[src/rtl/secam_alt_pkg.sv]
package secam_alt_pkg;

    typedef enum logic [1:0] {
        ST_IDLE,
        ST_MEASURE,
        ST_STORE,
        ST_INTEGRATE
    } det_state_t;

    typedef enum logic [1:0] {
        MODE_MUTE     = 2'b00,
        MODE_AUTO     = 2'b01,
        MODE_FORCE    = 2'b10,
        MODE_AUTO_ALT = 2'b11
    } mode_t;

endpackage

[src/rtl/burst_edge_counter.sv]
module burst_edge_counter #(
    parameter int CNT_W = 8
) (
    input  logic             clk,
    input  logic             rst_n,
    input  logic             chroma_in,
    input  logic             clear,
    input  logic             enable,
    output logic [CNT_W-1:0] count
);
    localparam logic [CNT_W-1:0] CNT_MAX = '1;

    logic prev_q;
    logic rise;

    assign rise = chroma_in & ~prev_q;

    always_ff @(posedge clk) begin
        if (!rst_n) begin
            prev_q <= 1'b0;
            count  <= '0;
        end else begin
            prev_q <= chroma_in;
            if (clear)
                count <= '0;
            else if (enable && rise && count != CNT_MAX)
                count <= count + 1'b1;
        end
    end

    // a clear empties the counter on the next cycle
    p_clear_empties_r1: assert property (@(posedge clk) disable iff (!rst_n)
        clear |=> count == '0);

    // without enable or clear the count holds
    p_idle_holds_r1: assert property (@(posedge clk) disable iff (!rst_n)
        (!clear && !enable) |=> $stable(count));

endmodule

[src/rtl/line_sample_pair.sv]
module line_sample_pair #(
    parameter int CNT_W     = 8,
    parameter int CLAMP_CNT = 26
) (
    input  logic             clk,
    input  logic             rst_n,
    input  logic             store,
    input  logic             parity,
    input  logic [CNT_W-1:0] reading,
    output logic [CNT_W-1:0] diff,
    output logic             both_valid
);
    localparam int               SLOTS   = 2;
    localparam logic [CNT_W-1:0] CLAMP_V = CNT_W'(CLAMP_CNT);

    logic [CNT_W-1:0] smp_q [SLOTS];
    logic [SLOTS-1:0] vld_q;
    logic [CNT_W-1:0] limited;

    assign limited = (reading > CLAMP_V) ? CLAMP_V : reading;

    always_ff @(posedge clk) begin
        if (!rst_n) begin
            for (int s = 0; s < SLOTS; s++) smp_q[s] <= '0;
            vld_q <= '0;
        end else if (store) begin
            for (int s = 0; s < SLOTS; s++) begin
                if (parity == 1'(s)) begin
                    smp_q[s] <= limited;
                    vld_q[s] <= 1'b1;
                end
            end
        end
    end

    assign diff       = (smp_q[0] >= smp_q[1]) ? (smp_q[0] - smp_q[1])
                                               : (smp_q[1] - smp_q[0]);
    assign both_valid = &vld_q;

    for (genvar s = 0; s < SLOTS; s++) begin : g_slot_chk
        // no stored sample exceeds the calibration limit
        p_limit_r2: assert property (@(posedge clk) disable iff (!rst_n)
            smp_q[s] <= CLAMP_V);

        // a slot changes only on a store
        p_hold_r6: assert property (@(posedge clk) disable iff (!rst_n)
            !store |=> $stable(smp_q[s]));
    end

endmodule

[src/rtl/leaky_hyst_detector.sv]
module leaky_hyst_detector #(
    parameter int CNT_W      = 8,
    parameter int ACC_W      = 12,
    parameter int LEAK_SHIFT = 2,
    parameter int TH_HI      = 16,
    parameter int TH_LO      = 8
) (
    input  logic             clk,
    input  logic             rst_n,
    input  logic             update,
    input  logic [CNT_W-1:0] diff,
    output logic             det
);
    localparam logic [ACC_W-1:0] TH_HI_V = ACC_W'(TH_HI);
    localparam logic [ACC_W-1:0] TH_LO_V = ACC_W'(TH_LO);
    localparam int               PAD_W   = ACC_W + 1 - CNT_W;

    logic [ACC_W-1:0] acc_q;
    logic [ACC_W:0]   sum;
    logic [ACC_W-1:0] acc_next;

    always_comb begin
        sum      = {1'b0, acc_q} - ({1'b0, acc_q} >> LEAK_SHIFT)
                 + {{PAD_W{1'b0}}, diff};
        acc_next = sum[ACC_W] ? '1 : sum[ACC_W-1:0];
    end

    always_ff @(posedge clk) begin
        if (!rst_n) begin
            acc_q <= '0;
            det   <= 1'b0;
        end else if (update) begin
            acc_q <= acc_next;
            if (acc_next > TH_HI_V)
                det <= 1'b1;
            else if (acc_next < TH_LO_V)
                det <= 1'b0;
        end
    end

    // detection only sets with the integrator above the upper threshold
    p_set_above_r5: assert property (@(posedge clk) disable iff (!rst_n)
        $rose(det) |-> acc_q > TH_HI_V);

    // detection only clears with the integrator below the lower threshold
    p_clear_below_r5: assert property (@(posedge clk) disable iff (!rst_n)
        $fell(det) |-> acc_q < TH_LO_V);

    // the integrator moves only on an update
    p_acc_hold_r4: assert property (@(posedge clk) disable iff (!rst_n)
        !update |=> $stable(acc_q));

endmodule

[src/rtl/secam_alt_detect.sv]
module secam_alt_detect
    import secam_alt_pkg::*;
#(
    parameter int CNT_W      = 8,
    parameter int CLAMP_CNT  = 26,
    parameter int ACC_W      = 12,
    parameter int LEAK_SHIFT = 2,
    parameter int TH_HI      = 16,
    parameter int TH_LO      = 8
) (
    input  logic       clk,
    input  logic       rst_n,
    input  logic       chroma_in,
    input  logic       hsync,
    input  logic       vsync,
    input  logic       burst_gate,
    input  logic [1:0] mode_sel,
    output logic       secam_det,
    output logic       out_enable
);
    det_state_t       state_q, state_d;
    logic             cnt_clear, cnt_en, store_en, integ_en;
    logic             parity_q;
    logic             both_valid;
    logic             out_en_d;
    logic [CNT_W-1:0] reading;
    logic [CNT_W-1:0] diff;

    // state register
    always_ff @(posedge clk) begin
        if (!rst_n) state_q <= ST_IDLE;
        else        state_q <= state_d;
    end

    // next state and control outputs
    always_comb begin
        state_d   = state_q;
        cnt_clear = 1'b0;
        cnt_en    = 1'b0;
        store_en  = 1'b0;
        integ_en  = 1'b0;
        unique case (state_q)
            ST_IDLE: begin
                cnt_clear = 1'b1;
                if (burst_gate) state_d = ST_MEASURE;
            end
            ST_MEASURE: begin
                cnt_en = 1'b1;
                if (!burst_gate) state_d = ST_STORE;
            end
            ST_STORE: begin
                store_en = 1'b1;
                state_d  = ST_INTEGRATE;
            end
            ST_INTEGRATE: begin
                integ_en = both_valid;
                state_d  = ST_IDLE;
            end
        endcase
    end

    // line parity
    always_ff @(posedge clk) begin
        if (!rst_n)     parity_q <= 1'b0;
        else if (vsync) parity_q <= 1'b0;
        else if (hsync) parity_q <= ~parity_q;
    end

    burst_edge_counter #(.CNT_W(CNT_W)) i_counter (
        .clk       (clk),
        .rst_n     (rst_n),
        .chroma_in (chroma_in),
        .clear     (cnt_clear),
        .enable    (cnt_en),
        .count     (reading)
    );

    line_sample_pair #(.CNT_W(CNT_W), .CLAMP_CNT(CLAMP_CNT)) i_samples (
        .clk        (clk),
        .rst_n      (rst_n),
        .store      (store_en),
        .parity     (parity_q),
        .reading    (reading),
        .diff       (diff),
        .both_valid (both_valid)
    );

    leaky_hyst_detector #(
        .CNT_W(CNT_W), .ACC_W(ACC_W), .LEAK_SHIFT(LEAK_SHIFT),
        .TH_HI(TH_HI), .TH_LO(TH_LO)
    ) i_detector (
        .clk    (clk),
        .rst_n  (rst_n),
        .update (integ_en),
        .diff   (diff),
        .det    (secam_det)
    );

    // mode override
    always_comb begin
        unique case (mode_t'(mode_sel))
            MODE_FORCE:    out_en_d = 1'b1;
            MODE_MUTE:     out_en_d = 1'b0;
            MODE_AUTO,
            MODE_AUTO_ALT: out_en_d = secam_det;
        endcase
    end

    always_ff @(posedge clk) begin
        if (!rst_n) out_enable <= 1'b0;
        else        out_enable <= out_en_d;
    end

    // vertical sync returns parity to zero
    p_vsync_clears_r3: assert property (@(posedge clk) disable iff (!rst_n)
        vsync |=> !parity_q);

    // a lone horizontal sync flips parity
    p_hsync_flips_r3: assert property (@(posedge clk) disable iff (!rst_n)
        (hsync && !vsync) |=> parity_q != $past(parity_q));

    // forced mute keeps the output disabled
    p_mute_r7: assert property (@(posedge clk) disable iff (!rst_n)
        (mode_sel == 2'b00) |=> !out_enable);

    // forced SECAM keeps the output enabled
    p_force_r7: assert property (@(posedge clk) disable iff (!rst_n)
        (mode_sel == 2'b10) |=> out_enable);

    // automatic mode follows the detection flag
    p_auto_r7: assert property (@(posedge clk) disable iff (!rst_n)
        (mode_sel[0] == 1'b1) |=> out_enable == $past(secam_det));

endmodule

[config.mk]
export PLATFORM = sky130hd
export DESIGN_NAME = secam_alt_detect
export DESIGN_NICKNAME = d
export VERILOG_FILES = /design/src/rtl/secam_alt_pkg.sv /design/src/rtl/burst_edge_counter.sv /design/src/rtl/line_sample_pair.sv /design/src/rtl/leaky_hyst_detector.sv /design/src/rtl/secam_alt_detect.sv
export SDC_FILE = /design/constraint.sdc
export NUM_CORES = 1
export LEC_CHECK = 0
export BUFFER_PORTS_ARGS = -buffer_cell sky130_fd_sc_hd__clkbuf_2
export CAP_MARGIN = 20
export CORE_MARGIN = 2
export CORE_UTILIZATION = 55
export CTS_CLUSTER_SIZE = 25
export DETAILED_ROUTE_END_ITERATION = 8
export GPL_TIMING_DRIVEN = 0
export PLACE_DENSITY = 0.72
export SYNTH_ARGS = -nofsm -noshare
export SYNTH_HDL_FRONTEND = slang
export SYNTH_SLANG_ARGS = --single-unit
[constraint.sdc]
create_clock -name clk -period 6.9 [get_ports clk]
set_clock_uncertainty 0.1 [all_clocks]
set_input_delay 2.07 -clock clk [delete_from_list [all_inputs] [get_ports clk]]
set_output_delay 2.07 -clock clk [all_outputs]
set_load 0.005 [all_outputs]
---- Word level (Yosys, flattened, before mapping) ----
Memories as Yosys holds them, arrays and structs flattened.
Cells that the tools add are included.
word-level totals
  bits in registers ....................... 28
  output and inout port bits .............. 2
  memories ................................ 1
  bits of input ports ..................... 8
  RAM bits ................................ 16
  word-level logic and storage cells ...... 71
memory list
  name             words  bits a word  rd ports  clocked after memory_dff  write ports  RTL line                source
  i_samples.smp_q  2      8            2         0                         2            line_sample_pair.sv:16  logic [CNT_W-1:0] smp_q [SLOTS];
operators by class
  reductions and logical operators ........ 13
  add/sub/neg operators ................... 5
  bitwise operators ....................... 6
  muxes and demuxes ....................... 24
  magnitude comparators ................... 4
  equal/unequal tests ..................... 9
operators with widths
  operator                                                     count
  two-way mux 8 bit                                            4
  subtractor 8 bit                                             2
  two-way mux 1 bit                                            15
  adder 13 x 8 -> 13 bit                                       1
  subtractor 12 x 10 -> 13 bit                                 1
  > comparator 12 x 5 -> 1 bit, second input constant          1
  less-than comparator 12 x 4 -> 1 bit, second input constant  1
  two-way mux 12 bit                                           1
  AND reduction 2 bit                                          5
  adder 8 x 1 -> 8 bit, second input constant                  1
  equality test 2 bit, second input constant                   4
  greater-or-equal comparator 8 bit                            1
  > comparator 8 x 5 -> 1 bit, second input constant           1
  inequality test 8 bit, second input constant                 1
  one-hot mux 2 bit (4 select lines)                           1
  OR reduction 2 bit                                           3
  equality test 2 x 1 -> 1 bit, second input constant          2
  zero test 2 bit                                              2
  two-way mux 2 bit                                            2
  inequality test 2 bit, second input constant                 2
  NOT 1 bit                                                    3
  one-hot mux 1 bit (3 select lines)                           1
  logical AND 1 bit                                            2
  OR 1 bit                                                     2
  2 further kinds                                              2

---- Depth between registers and ports, before layout ----
Gate-level depths: netlist of the first run.
  word-level depth ........................ 7
  depth in mapped cells ................... 21

---- Modules after synthesis ----
Synthesis of the first run repeated with hierarchy kept, for this count alone.
second synthesis, totals
  cell total of the unflattened synthesis .. 358
  area total of the unflattened synthesis .. 3,444.6 um^2
modules (own cells, without submodules)
  module               cells each  area each (um^2)  seq. area each (um^2)  instances
  leaky_hyst_detector  164         1,470.2           260.2                  1
  line_sample_pair     120         1,286.2           520.5                  1
  burst_edge_counter   50          436.7             180.2                  1
  secam_alt_detect     24          251.5             80.1                   1

---- Least setup slack after synthesis of the first run ----
No wires, ideal clock.
  kind .................................... register -> register
  from .................................... memory i_samples.smp_q[0][0]
  to ...................................... register i_detector.acc_q[11]
  arrival ................................. 4.454 ns
  cell stages (with the launch flop) ...... 22
  setup time .............................. 0.119 ns
  slack ................................... 2.227 ns
  cells stage by stage .................... edfxtp_1 inv_1 ha_1 inv_1 fa_1 a21o_1 a21oi_2 a31oi_1 a211oi_4 mux2i_1 a31oi_1 xnor2_1 fa_1 ha_1 nand2_1 or3b_1 o21ai_1 a221oi_2 xnor2_2 nand2b_4 buf_6 o221a_1
RTL lines
  element                 RTL line                   source
  start: declaration      line_sample_pair.sv:16
  end signal: assignment  leaky_hyst_detector.sv:33  acc_q <= acc_next;
  end: declaration        leaky_hyst_detector.sv:18  logic [ACC_W-1:0] acc_q;

==> results.md, run 1 <==
- Result of the run: finished clean
- Design Area, Final: 3431 um2
- Top cell type by total area after synthesis: dfxtp_1
- Hold WS: 0.4051 ns
- Vias in the first global route: 2207
- CTS-repair resized insts: 0
- Switching part of the total power: 42.04%
- PD cells: 359.8 nW/um2
- ANT cells: 0
- Final Wtd Congestion: 0.8534
- Psw: 0.5189 mW
- Dpl hpwl: 4393 um
- Total Routing Usage GR: 19.05%
- Slew Viols, Final: 0
- Vias: 2256
- Worst min-delay path category: register to register
- Root Driver: clkbuf_8
- Crit Path Max Fanout: 6
- Area of the multi-input gates: 1946 um2
- Starting DRT DRC Count: 126
- P_int: 0.7154 mW
- Setup bufs post-CTS: 0
- Largest net degree at the start of global routing: 15
- H-tree levels: 2
- First-pass GRT wire length: 9473 um
- CTS buffer count: 5
- IO Count: 10
- Top-count cell post-synth: inv_1
- Max-Cap Viols: 0
- Post-synthesis cell area: 3156 um2
- Congestion Overflow GR: 0
- # fillers: 478
- Final instance count without filler cells: 412
- Clock Latency Late Sink: 0.30 ns
- Final #Nets: 393
- Placeable core region: 5540 um2
- Residual DRC count: 0
- VDD IR-drop max: 0.1666 mV
- Minimum clock period: 5.156 ns
- Mean post-synth cell area: 9.923 um2
- Final wirelength: 5556 um
- Reg clk slew, reported paths: 0.09 ns
- Layout cells sized above 1: 8.529%
- Starting Density: 56.96%
- DP Area: 3309 um2
- Final period utilization: 74.72%
- Area contributors post-synth: dfxtp_1 18%, edfxtp_1 15%, ha_1 14%, fa_1 6.3%, inv_1 5.0%
- CP Data Required Time: 6.97 ns
- Layout area overhead: 8.723%
- Clk pwr share: 16.9%
- Comb pwr share: 58.5%
- Cells after DPL: 404
- CP arrival: 5.23 ns
- Final worst slack: 1.744 ns
- Die area: 6359 um2
- PortBufs: 9
- Top cell type's share of synthesized area: 17.76%
- Maximum clock rate: 193.9 MHz
- CTS Buffer Depth: 2
- Die width: 79.75 um
- Die boundary height: 79.75 um
- RSZ-0062 raised after global routing: no
- Worst Path Class, Setup: register to register
- Register area: 1041 um2
- Hold Fails Final Rpt: 0
- Post-synth EDFFs: 16
- Site Rows: 27
- Register bit total from synthesis: 44
- Synthesized instance count: 318
- Mean routed wirelength per cell: 13.49 um
- Cts hold-fix bufs: 0
- Most common library cells after synthesis: 42 x inv_1, 36 x ha_1, 28 x dfxtp_1, 21 x nor2_1, 18 x a21oi_1
- Sequential share of power: 24.6%
- Antenna Nets Post-Route: 0
- YS warnings: 0
- Post-synth top flop: dfxtp_1
- Placement Setup Slack: 1.757 ns
- Critical Path Start Type: register
- Setup TNS: 0 ns
- Initial antenna violation count: 0
- Netlist cell types: 58
- Post-synth ARST share: 0%
- DRT Pass-1 Iters: 5
- Final setup fails: 0
- Clk sink count: 44
- Clock tree from TritonCTS: built
- Static Leak: 1.460 nW
- Vias per inst: 5.476
- Seq/Total Area, Yosys: 32.99%
- Crit end category: register
==> power groups by stage <==
stage / sequential [mW] / combinational, mW / clock, mW
after global routing: 0.307 / 0.816 / 0.222
after detailed placement: 0.310 / 0.709 / 0
after floorplan: 0.307 / 0.575 / 0
after CTS: 0.304 / 0.722 / 0.212
after global placement: 0.309 / 0.710 / 0
final: 0.304 / 0.722 / 0.209
==> worst max-delay path: stages (launching register included) <==
cell and delay, ns:
edfxtp_1 0.39, inv_1 0.07, ha_1 0.13, inv_1 0.06, fa_1 0.41, a21o_1 0.20
a21oi_2 0.17, a31oi_1 0.16, a211oi_4 0.45, mux2i_1 0.31, a31oi_1 0.13, xnor2_1 0.20
fa_1 0.44, ha_1 0.38, a21oi_1 0.34, a21oi_1 0.13, o31ai_1 0.29, o32ai_1 0.15
a2111oi_0 0.37, a31oi_1 0.15
==> final timing paths <==
path / start / to / slack [ns] / cells after the start
setup / recovery: i_samples.smp_q[0][0] / i_detector.det / 1.74 / 19
hold / removal: i_samples.vld_q[0] / i_samples.vld_q[0] / 0.41 / 1
setup reg to reg: i_samples.smp_q[0][0] / i_detector.det / 1.74 / 19
hold reg to reg: i_samples.vld_q[0] / i_samples.vld_q[0] / 0.41 / 1
==> flip-flops by register name, indices dropped and copies added (netlist names) <==
name	flops
i_samples.smp_q	16
i_detector.acc_q	12
i_counter.count	8
i_samples.vld_q	2
state_q	2
i_counter.prev_q	1
i_detector.det	1
out_enable	1
parity_q	1
==> placed cells by master, fill, tap and decap left out, types with 9 or more instances in the layout <==
cell type   n
inv_1      42
ha_1       36
dfxtp_1    28
nor2_1     21
a21oi_1    18
edfxtp_1   16
nand2_1    13
xnor2_1    12
xor2_1     10
fa_1       10
mux2i_1     9
o221a_1     9
clkbuf_2    9
==> final cells by class <==
type                            instances  area share (%)
Multi-Input combinational cell        231           56.71
Sequential cell                        44           30.34
Inverter                               42           4.595
Tap cell                               72           2.626
Clock buffer                            6           2.407
Timing Repair Buffer                    9           1.313
Clock inverter                          2           1.131
Buffer                                  6          0.8753
==> stage by stage <==
| step | power (mW) | util [%] |
|---|---|---|
| floorplan | 0.8815 | - |
| global placement | 1.019 | 59.73 |
| detailed placement | 1.019 | 59.73 |
| CTS | 1.239 | 61.92 |
| global route | 1.344 | 61.92 |
| finish | 1.234 | 61.92 |
==> metal layers <==
metal	wire [um]	global-route usage (%)	share of wire [%]
met1	2566	23.00	46
met2	2784	34.37	50
met3	135	3.167	2.4
met4	69	6.271	1.2
met5	0	0	0
==> kinds of logic (layout without fill, tap and decap cells) <==
logic type	after synthesis	after routing	share of synthesized area [%]
other cells	1	6	0.1188
xor+xnor	23	23	6.622
flops	44	44	32.99
fa+ha+maj	46	46	20.62
simple gates	71	71	11.97
buf+inv	48	65	5.947
mux	9	9	2.855
compound gates	76	76	18.87
(Power assumes the default switching activity.)
==> inputs of run 2 (changes only) <==
--- a/config.mk
+++ b/config.mk
@@ -12,7 +12,7 @@
 export CTS_CLUSTER_SIZE = 25
 export DETAILED_ROUTE_END_ITERATION = 8
 export GPL_TIMING_DRIVEN = 0
-export PLACE_DENSITY = 0.72
+export PLACE_DENSITY = 0.75
 export SYNTH_ARGS = -nofsm -noshare
 export SYNTH_HDL_FRONTEND = slang
 export SYNTH_SLANG_ARGS = --single-unit
==> constraint.sdc (replaced) <==
create_clock -name clk -period 4.55 [get_ports clk]
set_clock_uncertainty 0.1 [all_clocks]
set_input_delay 1.365 -clock clk [delete_from_list [all_inputs] [get_ports clk]]
set_output_delay 1.365 -clock clk [all_outputs]
set_load 0.005 [all_outputs]
==> results.md, run 2 (synthesis gave the netlist of run 1 again) <==
- ANT cells: 0
- Dpl hpwl: 4592 um
- Final instance count without filler cells: 431
- Congestion Overflow GR: 0
- Final period utilization: 107.4%
- R2R Setup Slk: -0.34 ns
- Final #Nets: 412
- Worst path slowest cell: fa_1
- Critical path's top delay family: compound AO/OA/AOI/OAI gates
- Final Wtd Congestion: 0.8090
- Vias per inst: 5.759
- Clock Latency Late Sink: 0.30 ns
- Worst slew margin: 63.79%
- Reg clk slew, reported paths: 0.08 ns
- Cells after DPL: 404
- PortBufs: 9
- Clk pwr share: 10.4%
- Residual DRC count: 0
- IO Count: 10
- Clock tree from TritonCTS: built
- Worst r2r src: i_samples.smp_q[0][0]
- CTS buffer count: 5
- Final wirelength: 7168 um
- H-tree levels: 2
- Maximum clock rate: 204.7 MHz
- Commonest non-fill, non-tap cell in the layout: inv_1
- Die area: 6359 um2
- Initial antenna violation count: 0
- Register area: 1041 um2
- VDD IR-drop max: 0.3237 mV
- Largest net degree at the start of global routing: 14
- Placement Setup Slack: -0.4711 ns
- CP arrival: 4.98 ns
- PD cells: 602.6 nW/um2
- Highest-count cells in the layout ignoring fill and taps: 40 x inv_1, 29 x ha_1, 28 x dfxtp_1
- Hold WS: 0.3974 ns
- Worst Reg-to-Reg Cells: 22
- Design Area, Final: 3850 um2
- Comb pwr share: 69.7%
- # fillers: 393
- Max reg flops: 16
- Result of the run: finished, violations left
- DRT Pass-1 Iters: 4
- Final setup fails: 13
- Worst min-delay path category: register to register
- Tot Pwr: 2.320 mW
- DP Area: 3346 um2
- Buf/Inv on CP: 5
- Die width: 79.75 um
- Psw: 1.030 mW
- R2R Path End: i_detector.acc_q[10]
- Layout area overhead: 22.01%
- Worst Path Class, Setup: register to register
- Starting Density: 56.96%
- Static Leak: 1.570 nW
- Setup TNS: -3.967 ns
- Critical Path Start Type: register
- CTS Buffer Depth: 2
- Crit end category: register
- Worst path max stage delay: 0.55 ns
- Critical path depth in cells: 22
- RSZ-0062 raised after global routing: yes
- Total Routing Usage GR: 22.20%
- Minimum clock period: 4.885 ns
- Root Driver: clkbuf_8
- WHS Path Cells: 1
- Most flops, register: i_samples.smp_q
- Slew @ Worst Pin: 0.5432 ns
- Antenna Nets Post-Route: 0
- Top flop regs: i_samples.smp_q (16), i_detector.acc_q (12), i_counter.count (8)
- Area of the multi-input gates: 2265 um2
- Site Rows: 27
- Switching part of the total power: 44.39%
- CP Data Required Time: 4.65 ns
- Final Util: 69.49%
- Hold path endpoint: i_samples.vld_q[0]
- Hold Fails Final Rpt: 0
- Vias in the first global route: 2508
- Max-Cap Viols: 0
- Crit Path Max Fanout: 5
- Sequential share of power: 19.9%
- Final worst slack: -0.3354 ns
- Layout cells sized above 1: 23.68%
- Starting DRT DRC Count: 127
- Failing checks: negative setup slack
- Sequence of cells on the critical path: inv_1, ha_2, inv_2, fa_2, a21o_1, a21oi_4, a31oi_4, a211oi_4, buf_6, buf_6, mux2i_4, xnor2_2, fa_1, inv_2, ha_4, or2_1, o211ai_1, o21ai_2, a221oi_2, xnor2_2, nand2b_4, o221a_1
- Vias: 2482
- Slew Viols, Final: 0
- Hold_sp: i_samples.vld_q[0]
- Placeable core region: 5540 um2
- Clk sink count: 44
- Mean routed wirelength per cell: 16.63 um
- Die boundary height: 79.75 um
- P_int: 1.290 mW
- First-pass GRT wire length: 10950 um
## run 2: cell count changes in the layout (fill, tap and decap cells not counted), moves of 3 or more
cell,change
a21oi_1,-5
a21oi_4,+3
buf_4,+17
ha_1,-7
ha_2,+3
ha_4,+4
mux2i_1,-4
mux2i_4,+3
nor2_1,-3
## run 2: worst reg2reg max path: cells and delay by family, from the launching register on
family	cells	cell delay [ns]
adder cells (fa/ha/maj)	4	1.26
multiplexers	1	0.25
AND/OR/NAND/NOR	2	0.42
AO/OA/AOI/OAI	8	1.63
buffers and inverters	5	0.49
XOR/XNOR	2	0.24
flip-flops	1	0.41
## run 2: worst max path at each step
stage / from / slack [ns] / endpoint
3_3_place_gp: i_samples.smp_q[0][0] / -0.38 / i_detector.acc_q[3]
4_1_cts: i_samples.smp_q[0][0] / -0.34 / i_detector.acc_q[3]
3_5_place_dp: i_samples.smp_q[0][0] / -0.47 / i_detector.acc_q[8]
2_1_floorplan: i_samples.smp_q[0][0] / -0.005 / i_detector.acc_q[11]
5_1_grt: i_samples.smp_q[0][0] / -0.47 / i_detector.det
6_report: i_samples.smp_q[0][0] / -0.34 / i_detector.acc_q[10]
## run 2: power groups by stage
stage          Clock [mW]  Combinational [mW]  Sequential, mW
3_3_place_gp            0                1.10           0.468
4_1_cts             0.246                1.29           0.461
6_report            0.242                1.62           0.461
2_1_floorplan           0               0.909           0.465
5_1_grt             0.261                1.73           0.466
3_5_place_dp            0                1.12           0.470
## run 2: repair_timing
| item | CTS | global route |
|---|---|---|
| pin swaps | 27 | 28 |
| gates resized for setup | 16 | 37 |
| endpoints found under the setup margin | 13 | 13 |
| setup buffers | 14 | 6 |
| hold buffers | 0 | 0 |
| cloned | 1 | 0 |
## run 2: layer usage
layer / part of all wire, % / GRT usage, % / up-vias
met5: 0 / 0 / -
met4: 3.3 / 8.983 / 0
met3: 3.3 / 3.959 / 18
met2: 54 / 40.25 / 51
met1: 40 / 25.72 / 1210
li1: - / - / 1203
## run 2: layout make-up
cell class / instances / share of cell area, %
tap: 72 / 2.340
clock buffer: 6 / 1.885
multi-input combinational: 232 / 58.82
buffer: 5 / 0.4875
timing repair buffer: 28 / 5.070
clock inverter: 2 / 0.2600
sequential: 44 / 27.04
inverter: 42 / 4.095
